==> config.mk <==
export PLATFORM = sky130hd
export DESIGN_NAME = trc_reader
export DESIGN_NICKNAME = d
export VERILOG_FILES = /design/src/rtl/trc_pkg.sv /design/src/rtl/trc_issue.sv /design/src/rtl/trc_fill.sv /design/src/rtl/trc_gate.sv /design/src/rtl/trc_reader.sv
export SDC_FILE = /design/constraint.sdc
export NUM_CORES = 1
export LEC_CHECK = 0
export CAP_MARGIN = 15
export CORE_MARGIN = 5
export CORE_UTILIZATION = 30
export DETAILED_ROUTE_END_ITERATION = 8
export SYNTH_ARGS = -nofsm -noshare
export SYNTH_HDL_FRONTEND = slang
export SYNTH_SLANG_ARGS = --single-unit
==> constraint.sdc <==
create_clock -name clk -period 2.3 [get_ports clk]
set_input_delay 0.23 -clock clk [delete_from_list [all_inputs] [get_ports clk]]
set_output_delay 0.23 -clock clk [all_outputs]
set_load 0.005 [all_outputs]
==> src/rtl/trc_pkg.sv <==
package trc_pkg;
    localparam int SIDE   = 8;
    localparam int SIDE_W = $clog2(SIDE);
    localparam int AREA_W = 2 * SIDE_W;
    localparam int LVL_W  = 4;

    function automatic logic [LVL_W-1:0] clamp_level(input logic [LVL_W-1:0] lvl);
        if (lvl == '0 || lvl > LVL_W'(SIDE))
            return LVL_W'(SIDE);
        return lvl;
    endfunction
endpackage

==> src/rtl/trc_issue.sv <==
module trc_issue
    import trc_pkg::*;
#(
    parameter int ADDR_W = 19,
    parameter int BLK_W  = 16
) (
    input  logic              clk,
    input  logic              rst_n,
    input  logic              start_i,
    input  logic [ADDR_W-1:0] start_addr_i,
    input  logic [LVL_W-1:0]  lvl_i,
    input  logic [BLK_W-1:0]  nblk_i,
    output logic [ADDR_W-1:0] mem_addr_o,
    output logic              mem_cen_o,
    output logic              pos_vld_o,
    output logic              pos_kept_o
);
    typedef struct packed {
        logic              on;
        logic [SIDE_W-1:0] row;
        logic [SIDE_W-1:0] col;
        logic [BLK_W-1:0]  blk;
        logic [BLK_W-1:0]  last;
        logic [LVL_W-1:0]  k;
        logic [ADDR_W-1:0] addr;
    } iss_t;

    iss_t iss_d, iss_q;
    logic kept;

    always_comb begin
        kept  = iss_q.on && ({1'b0, iss_q.row} < iss_q.k) && ({1'b0, iss_q.col} < iss_q.k);
        iss_d = iss_q;
        if (start_i) begin
            iss_d.on   = 1'b1;
            iss_d.row  = '0;
            iss_d.col  = '0;
            iss_d.blk  = '0;
            iss_d.last = nblk_i - 1'b1;
            iss_d.k    = clamp_level(lvl_i);
            iss_d.addr = start_addr_i;
        end else if (iss_q.on) begin
            if (kept)
                iss_d.addr = iss_q.addr + 1'b1;
            if (iss_q.col == SIDE_W'(SIDE - 1)) begin
                iss_d.col = '0;
                if (iss_q.row == SIDE_W'(SIDE - 1)) begin
                    iss_d.row = '0;
                    if (iss_q.blk == iss_q.last)
                        iss_d.on = 1'b0;
                    else
                        iss_d.blk = iss_q.blk + 1'b1;
                end else begin
                    iss_d.row = iss_q.row + 1'b1;
                end
            end else begin
                iss_d.col = iss_q.col + 1'b1;
            end
        end
    end

    always_ff @(posedge clk) begin
        if (!rst_n) iss_q <= '0;
        else        iss_q <= iss_d;
    end

    assign mem_addr_o = iss_q.addr;
    assign mem_cen_o  = kept;
    assign pos_vld_o  = iss_q.on;
    assign pos_kept_o = kept;


    addr_step_chk: assert property (@(posedge clk) disable iff (!rst_n)
        (mem_cen_o ##1 mem_cen_o) |-> mem_addr_o == $past(mem_addr_o) + 1'b1);


    lvl_range_chk: assert property (@(posedge clk) disable iff (!rst_n)
        iss_q.on |-> (iss_q.k >= 1 && iss_q.k <= LVL_W'(SIDE)));
endmodule

==> src/rtl/trc_fill.sv <==
module trc_fill #(
    parameter int COEF_W = 12
) (
    input  logic              clk,
    input  logic              rst_n,
    input  logic              pos_vld_i,
    input  logic              pos_kept_i,
    input  logic [COEF_W-1:0] mem_rdata_i,
    output logic [COEF_W-1:0] coef_o,
    output logic              coef_vld_o
);
    localparam int MEM_LAT = 2;

    typedef struct packed {
        logic [MEM_LAT-1:0] vld;
        logic [MEM_LAT-1:0] kept;
        logic [COEF_W-1:0]  coef;
        logic               cv;
    } fill_t;

    fill_t fill_d, fill_q;

    always_comb begin
        fill_d      = fill_q;
        fill_d.vld  = {fill_q.vld[MEM_LAT-2:0], pos_vld_i};
        fill_d.kept = {fill_q.kept[MEM_LAT-2:0], pos_kept_i};
        fill_d.cv   = fill_q.vld[MEM_LAT-1];
        fill_d.coef = (fill_q.vld[MEM_LAT-1] && fill_q.kept[MEM_LAT-1]) ? mem_rdata_i : '0;
    end

    always_ff @(posedge clk) begin
        if (!rst_n) fill_q <= '0;
        else        fill_q <= fill_d;
    end

    assign coef_o     = fill_q.coef;
    assign coef_vld_o = fill_q.cv;


    idle_zero_chk: assert property (@(posedge clk) disable iff (!rst_n)
        !coef_vld_o |-> coef_o == '0);


    align_chk: assert property (@(posedge clk) disable iff (!rst_n)
        $rose(coef_vld_o) |-> $past(pos_vld_i, 3));
endmodule

==> src/rtl/trc_gate.sv <==
module trc_gate
    import trc_pkg::*;
#(
    parameter int BLK_W = 16,
    parameter int PIX_W = 8,
    parameter int LAT   = 93
) (
    input  logic             clk,
    input  logic             rst_n,
    input  logic             start_i,
    input  logic [BLK_W-1:0] nblk_i,
    input  logic             coef_vld_i,
    input  logic [PIX_W-1:0] recon_i,
    output logic [PIX_W-1:0] pix_o,
    output logic             pix_vld_o,
    output logic             done_o
);
    localparam int TMR_W = $clog2(LAT + 1);
    localparam int TOT_W = BLK_W + AREA_W;

    typedef struct packed {
        logic             armed;
        logic             timing;
        logic             fwd;
        logic [TMR_W-1:0] tmr;
        logic [TOT_W-1:0] cnt;
        logic [TOT_W-1:0] total;
    } gate_t;

    gate_t gate_d, gate_q;

    always_comb begin
        gate_d = gate_q;
        done_o = gate_q.fwd && (gate_q.cnt == gate_q.total - 1'b1);
        if (start_i) begin
            gate_d.armed = 1'b1;
            gate_d.total = {nblk_i, {AREA_W{1'b0}}};
        end else if (gate_q.armed && coef_vld_i) begin
            gate_d.armed  = 1'b0;
            gate_d.timing = 1'b1;
            gate_d.tmr    = TMR_W'(1);
        end
        if (gate_q.timing) begin
            if (gate_q.tmr == TMR_W'(LAT - 1)) begin
                gate_d.timing = 1'b0;
                gate_d.fwd    = 1'b1;
                gate_d.cnt    = '0;
            end else begin
                gate_d.tmr = gate_q.tmr + 1'b1;
            end
        end
        if (gate_q.fwd) begin
            gate_d.cnt = gate_q.cnt + 1'b1;
            if (done_o)
                gate_d.fwd = 1'b0;
        end
    end

    always_ff @(posedge clk) begin
        if (!rst_n) gate_q <= '0;
        else        gate_q <= gate_d;
    end

    assign pix_vld_o = gate_q.fwd;
    assign pix_o     = gate_q.fwd ? recon_i : '0;


    gate_open_chk: assert property (@(posedge clk) disable iff (!rst_n)
        $rose(pix_vld_o) |-> $past(gate_q.tmr) == TMR_W'(LAT - 1));


    gate_quiet_chk: assert property (@(posedge clk) disable iff (!rst_n)
        !pix_vld_o |-> pix_o == '0);
endmodule

==> src/rtl/trc_reader.sv <==
module trc_reader
    import trc_pkg::*;
#(
    parameter int ADDR_W = 19,
    parameter int COEF_W = 12,
    parameter int BLK_W  = 16,
    parameter int PIX_W  = 8,
    parameter int LAT    = 93
) (
    input  logic              clk,
    input  logic              rst_n,
    input  logic              rd_req,
    input  logic [ADDR_W-1:0] start_addr,
    input  logic [LVL_W-1:0]  comp_lvl,
    input  logic [BLK_W-1:0]  num_blocks,
    output logic [ADDR_W-1:0] mem_addr,
    output logic              mem_cen,
    output logic              mem_we,
    input  logic [COEF_W-1:0] mem_rdata,
    output logic [COEF_W-1:0] coef_out,
    output logic              coef_valid,
    input  logic [PIX_W-1:0]  recon_pix,
    output logic [PIX_W-1:0]  pix_out,
    output logic              pix_valid,
    output logic              read_frame
);
    logic frame_d, frame_q;
    logic accept;
    logic done;
    logic pos_vld, pos_kept;

    always_comb begin
        accept  = rd_req && !frame_q && (num_blocks != '0);
        frame_d = frame_q;
        if (accept)    frame_d = 1'b1;
        else if (done) frame_d = 1'b0;
    end

    always_ff @(posedge clk) begin
        if (!rst_n) frame_q <= 1'b0;
        else        frame_q <= frame_d;
    end

    assign read_frame = frame_q;
    assign mem_we     = 1'b0;

    trc_issue #(.ADDR_W(ADDR_W), .BLK_W(BLK_W)) i_issue (
        .clk          (clk),
        .rst_n        (rst_n),
        .start_i      (accept),
        .start_addr_i (start_addr),
        .lvl_i        (comp_lvl),
        .nblk_i       (num_blocks),
        .mem_addr_o   (mem_addr),
        .mem_cen_o    (mem_cen),
        .pos_vld_o    (pos_vld),
        .pos_kept_o   (pos_kept)
    );

    trc_fill #(.COEF_W(COEF_W)) i_fill (
        .clk         (clk),
        .rst_n       (rst_n),
        .pos_vld_i   (pos_vld),
        .pos_kept_i  (pos_kept),
        .mem_rdata_i (mem_rdata),
        .coef_o      (coef_out),
        .coef_vld_o  (coef_valid)
    );

    trc_gate #(.BLK_W(BLK_W), .PIX_W(PIX_W), .LAT(LAT)) i_gate (
        .clk        (clk),
        .rst_n      (rst_n),
        .start_i    (accept),
        .nblk_i     (num_blocks),
        .coef_vld_i (coef_valid),
        .recon_i    (recon_pix),
        .pix_o      (pix_out),
        .pix_vld_o  (pix_valid),
        .done_o     (done)
    );


    cen_in_frame_chk: assert property (@(posedge clk) disable iff (!rst_n)
        mem_cen |-> read_frame);


    gate_in_frame_chk: assert property (@(posedge clk) disable iff (!rst_n)
        pix_valid |-> read_frame);


    frame_end_chk: assert property (@(posedge clk) disable iff (!rst_n)
        $fell(read_frame) |-> $past(pix_valid));
endmodule

==> results of run 1 <==
per-stage QoR:
| stage | std cells | setup slack [ns] |
|---|---|---|
| floorplan | 802 | 0.0677 |
| global placement | 1176 | -0.0924 |
| detailed placement | 1176 | -0.160 |
| CTS | 1209 | 0.00264 |
| global route | 1209 | -0.0389 |
| finish | 1209 | 0.123 |
worst register-to-register path, cell delays in order (launching register included):
cell and delay [ns]:
dfxtp_1 0.32, buf_4 0.15, inv_1 0.05, ha_1 0.20, buf_4 0.15, nor2b_1 0.12
o311ai_1 0.36, nand4b_1 0.22, nor4_4 0.33, a41oi_1 0.15
kinds of logic (layout without fill, tap and decap cells):
group | Yosys count | in the layout | synth area share
XOR/XNOR | 90 | 90 | 0.119
AO/OA/AOI/OAI | 155 | 155 | 0.142
multiplexers | 6 | 6 | 0.00906
adder cells (fa/ha/maj) | 15 | 15 | 0.0283
other | 1 | 1 | 0.000565
buffers and inverters | 93 | 220 | 0.0728
flip-flops | 128 | 128 | 0.386
AND/OR/NAND/NOR | 314 | 314 | 0.242
layout make-up:
cell class                      instances  area (um^2)  area share
Multi-Input combinational cell        581         3640       0.412
Sequential cell                       128         2560       0.290
Timing Repair Buffer                  165         1590       0.179
Clock buffer                           21          450      0.0509
Tap cell                              280          350      0.0396
Clock inverter                         11          163      0.0184
Inverter                               23         86.3     0.00976
layout by cell type (no fill, tap or decap), types with 3 or more instances in the layout:
cell	n
a211oi_1	31
a21oi_1	62
a31oi_1	6
and2_1	29
and3_1	13
buf_12	7
buf_4	54
bufinv_16	4
clkbuf_1	3
clkbuf_16	17
clkdlybuf4s50_1	103
clkinv_2	4
clkinvlp_4	3
dfxtp_1	128
ha_1	15
inv_1	21
mux2i_1	6
nand2_1	69
nand2b_1	5
nand3_1	25
nand3b_1	4
nand4_1	23
nor2_1	77
nor2b_1	5
nor3_1	18
nor3b_1	3
nor4_1	6
o21ai_0	32
or3_1	19
or4_1	8
xnor2_1	54
xor2_1	36
worst max-delay path by stage:
stage	startpoint	end	cells after the start
2_1_floorplan	i_gate.gate_q[10]	read_frame	7
3_3_place_gp	num_blocks[2]	i_issue.iss_q[52]	7
3_5_place_dp	num_blocks[2]	i_issue.iss_q[32]	6
4_1_cts	i_gate.gate_q[10]	read_frame	6
5_1_grt	i_gate.gate_q[6]	read_frame	9
6_report	i_gate.gate_q[6]	read_frame	9
sequential cells by signal, summed over array words and instances (netlist names):
register,count
i_fill.coef_o,12
i_fill.coef_vld_o,1
i_fill.fill_d,3
i_fill.fill_q,1
i_gate.gate_q,47
i_gate.pix_vld_o,1
i_issue.iss_q,42
i_issue.mem_addr_o,19
i_issue.pos_vld_o,1
read_frame,1
what timing repair did:
| action | CTS | global route |
|---|---|---|
| resized for setup | 2 | 9 |
| pin swaps | 1 | 2 |
| endpoints found under the setup margin | 2 | 4 |
| setup buffers | 1 | 0 |
per-layer routing:
| metal | vias up | part of all wire | routed length [um] | track usage |
|---|---|---|---|---|
| met2 | 110 | 0.46 | 7800 | 0.220 |
| met1 | 2600 | 0.47 | 7860 | 0.170 |
| li1 | 3009 | - | - | - |
| met4 | 0 | 0.016 | 263 | 0.0414 |
| met5 | - | 0 | 0 | 0 |
| met3 | 20 | 0.057 | 955 | 0.0367 |
power by group through the flow:
stage,combinational (W),clock [W],sequential (W)
after CTS,0.000757,0.00288,0.00238
final,0.000761,0.00280,0.00238
after detailed placement,0.000749,0,0.00243
after floorplan,0.000415,0,0.00241
after global placement,0.000744,0,0.00243
after global routing,0.000837,0.00297,0.00239
==> results.json, run 1 <==
{
  "status": "completed",
  "cap_violations": 0,
  "die_width_um": 159,
  "fin_nets": 993,
  "dr.pass1.iters": 4,
  "ctsHoldBuffers": 0,
  "peakVddDrop_v": 0.000410,
  "r2r_end": "read_frame",
  "ant_nets": 0,
  "cts_buffers": 17,
  "final_max_slew_viol_count": 0,
  "die_h_um": 159,
  "routed_wirelength_um": 16900,
  "maxSlewHeadroom": 0.629,
  "critical_path_arrival_ns": 2.46,
  "antennaDiodeCount": 0,
  "period_share": 0.946,
  "hold_start": "mem_rdata[7]",
  "grt_max_degree": 31,
  "internal-power_w": 0.00454,
  "core_area_mm2": 0.0218,
  "p_sw_w": 0.00141,
  "ys_warn_count": 0,
  "ys_top_cells_by_count": "128 x dfxtp_1, 77 x nor2_1, 69 x nand2_1",
  "syn_area_per_cell_um2": 8.27,
  "timing.setup.tns_ns": 0,
  "yosysTopAreaCellShare": 0.386,
  "die-area_mm2": 0.0252,
  "cts-root-buf": "clkbuf_16",
  "finalPower_w": 0.00595,
  "rrSetupSlack_ns": 0.12,
  "route.vias.total": 5739,
  "synth-seq-cells": 128,
  "final_cell_area_mm2": 0.00884,
  "hold_end": "i_fill.coef_o[7]",
  "hold_depth": 2,
  "clockPowerShare": 0.471,
  "period_needed_ns": 2.18,
  "cts_tree": "yes",
  "port_buffers": 104,
  "worstPathBufferInverterCount": 3,
  "wl_per_cell_um": 14.0,
  "synth_most_common_cell": "dfxtp_1",
  "p_leak_nw": 3.22,
  "dr.first_iter.drc_count": 250,
  "synthCells": 802,
  "endpoint_kind": "register",
  "max_stage_delay_ns": 0.36,
  "drc": 0,
  "clk_pin_slew_ns": 0.06,
  "drive_gt1_frac": 0.109,
  "cp_top_family": "simple AND/OR/NAND/NOR gates",
  "place_area_mm2": 0.00818,
  "htreeDepth": 4,
  "r2r_start": "i_gate.gate_q[6]",
  "n_fill_cell": 2175,
  "start_kind": "register",
  "syn_area_mm2": 0.00663,
  "crit_type": "register to register",
  "ff2ff_path_depth": 9,
  "synth_top_area_cell": "dfxtp_1",
  "power.density_mw_per_mm2": 673,
  "grt_pass1_vias": 5484,
  "viasPerCell": 4.75,
  "synth_edf_count": 0,
  "synth_ff_type": "dfxtp_1",
  "tightest_slew_ns": 0.542,
  "globalplace.congestion": 0.825,
  "grt_pass1_wl_um": 27100,
  "grt_antenna_before_repair": 0,
  "cts_num_sinks": 128,
  "grt-ovfl-total": 0,
  "initial_core_util": 0.304,
  "synth_area_leaders": "dfxtp_1 39%, xnor2_1 7.1%, xor2_1 4.8%",
  "syn_nets": 879,
  "clk_path_buf_depth": 2,
  "holdWs_ns": 0.377,
  "final-setup-viol-count": 0,
  "worstPathRequired_ns": 2.58,
  "finalHoldViolCount": 0,
  "rows": 54,
  "fin_util": 0.405,
  "seqPwrFrac": 0.401,
  "hold_path.class": "input pin to register",
  "areaGrowthSynthToFinish_pct": 33.3,
  "ys_async_sr_fraction": 0,
  "grt_usage": 0.134,
  "swShare": 0.237,
  "fmax_mhz": 459,
  "cpMostUsedCell": "buf_4",
  "hpwl_um": 12900,
  "ios": 106,
  "skew_ns": 0.00816,
  "path_cells": "buf_4, inv_1, ha_1, buf_4, nor2b_1, o311ai_1, nand4b_1, nor4_4, a41oi_1",
  "critical_path_peak_fanout": 5,
  "synth.yosys.seq_area_share": 0.386,
  "clock_latency_ns": 0.42,
  "synth.distinct_cells": 53,
  "cpMaxStageDelayCell": "o311ai_1",
  "rsz0062_at_grt": "yes",
  "comb_power_share": 0.128
}
Power figures use the tool's default switching activity.
==> run 2, diff against run 1 <==
- CORE_UTILIZATION: 30 -> 49
- PLACE_DENSITY: not set -> 0.77
==> results.json, run 2 (synthesis results as in run 1) <==
{
  "finalPower_w": 0.00570,
  "finalHoldViolCount": 0,
  "fmax_mhz": 457,
  "fin_nets": 988,
  "grt_pass1_wl_um": 25800,
  "fin_util": 0.650,
  "cap_violations": 0,
  "routed_wirelength_um": 15700,
  "hold_start": "mem_rdata[3]",
  "seqPwrFrac": 0.418,
  "final_cell_mix": "128 x dfxtp_1, 103 x clkdlybuf4s50_1, 77 x nor2_1, 69 x nand2_1, 61 x a21oi_1",
  "rrSetupSlack_ns": 0.11,
  "ios": 106,
  "htreeDepth": 4,
  "initial_core_util": 0.501,
  "fin_cells": 1100,
  "cp-startpoint": "i_gate.gate_q[8]",
  "n_fill_cell": 1104,
  "endpoint_kind": "register",
  "grt_usage": 0.195,
  "p_sw_w": 0.00142,
  "holdWs_ns": 0.365,
  "ant_nets": 0,
  "largest_reg_flops": 47,
  "core_area_mm2": 0.0132,
  "die-area_mm2": 0.0160,
  "clk_pin_slew_ns": 0.06,
  "clockPowerShare": 0.453,
  "period_needed_ns": 2.19,
  "dr.pass1.iters": 5,
  "swShare": 0.249,
  "skew_ns": 0.00592,
  "p_leak_nw": 3.15,
  "grt_pass1_vias": 5559,
  "pre_cts_slack_ns": -0.0600,
  "die_h_um": 126,
  "areaGrowthSynthToFinish_pct": 29.7,
  "period_share": 0.950,
  "critical_path_peak_fanout": 3,
  "cts_buffers": 17,
  "globalplace.congestion": 0.847,
  "internal-power_w": 0.00429,
  "port_buffers": 104,
  "grt_max_degree": 33,
  "dr.first_iter.drc_count": 330,
  "peakVddDrop_v": 0.000528,
  "critical_path_arrival_ns": 2.48,
  "final-setup-viol-count": 0,
  "drive_gt1_frac": 0.107,
  "tightest_slew_ns": 0.499,
  "clk_path_buf_depth": 2,
  "maxSlewHeadroom": 0.659,
  "grt-ovfl-total": 0,
  "crit_type": "register to register",
  "start_kind": "register",
  "ctsHoldBuffers": 0,
  "post-place-cells": 1067,
  "comb_power_share": 0.129,
  "route.vias.total": 5840,
  "power.density_mw_per_mm2": 663,
  "worst_slack_ns": 0.114,
  "largest_register": "i_gate.gate_q",
  "viasPerCell": 5.31,
  "status": "completed",
  "hold_path.class": "input pin to register",
  "cts-root-buf": "clkbuf_16",
  "grt_antenna_before_repair": 0,
  "r2r_start": "i_gate.gate_q[8]",
  "cts_tree": "yes",
  "clock_latency_ns": 0.43,
  "final_max_slew_viol_count": 0,
  "die_width_um": 126,
  "rows": 42,
  "wl_per_cell_um": 14.3,
  "layout_commonest_cell": "dfxtp_1",
  "worstPathRequired_ns": 2.60,
  "hpwl_um": 11600,
  "cts_num_sinks": 128,
  "antennaDiodeCount": 0,
  "drc": 0
}
-- run 2: cell type report --
type	count	area [um^2]	area share
Clock inverter	13	141	0.0164
Sequential cell	128	2560	0.298
Clock buffer	19	433	0.0503
Multi-Input combinational cell	581	3650	0.424
Inverter	23	86.3	0.0100
Tap cell	176	220	0.0256
Timing Repair Buffer	160	1510	0.176
-- run 2: what timing repair did --
action,4_1_cts,5_1_grt
endpoints found under the hold margin,0,0
setup endpoints to repair,1,5
gates resized for setup,4,8
buffers inserted,1,0
gates cloned,0,0
pin swaps,1,4
-- run 2: path summary, 6_finish.rpt --
| path | to | cells past startpoint |
|---|---|---|
| min | i_fill.coef_o[3] | 2 |
| max | read_frame | 7 |
| max reg2reg | read_frame | 7 |
| min reg2reg | i_fill.fill_q[14] | 1 |
-- run 2: metrics by stage --
step                TNS (ns)  instance area, um^2
finish                     0                 8600
global route         -0.0229                 8600
CTS                        0                 8570
detailed placement    -0.380                 7980
global placement      -0.163                 7980
floorplan                  0                 6630
-- run 2: power by group through the flow --
stage	Combinational (W)	Clock, W	Sequential [W]
4_1_cts	0.000724	0.00263	0.00238
3_5_place_dp	0.000717	0	0.00243
3_3_place_gp	0.000705	0	0.00243
6_report	0.000733	0.00259	0.00239
2_1_floorplan	0.000415	0	0.00241
5_1_grt	0.000800	0.00275	0.00240
-- run 2: critical path: stages (launching register included) --
cell      delay, ns
dfxtp_1        0.31
or4_4          0.54
or3_4          0.41
buf_4          0.15
nand2_1        0.05
nand4b_1       0.14
nor4_4         0.31
a41oi_1        0.13
-- run 2: metal layers --
metal | wire length, um | global-route usage
met5 | 0 | 0
met4 | 148 | 0.0555
met3 | 752 | 0.0530
met2 | 7520 | 0.328
met1 | 7290 | 0.245
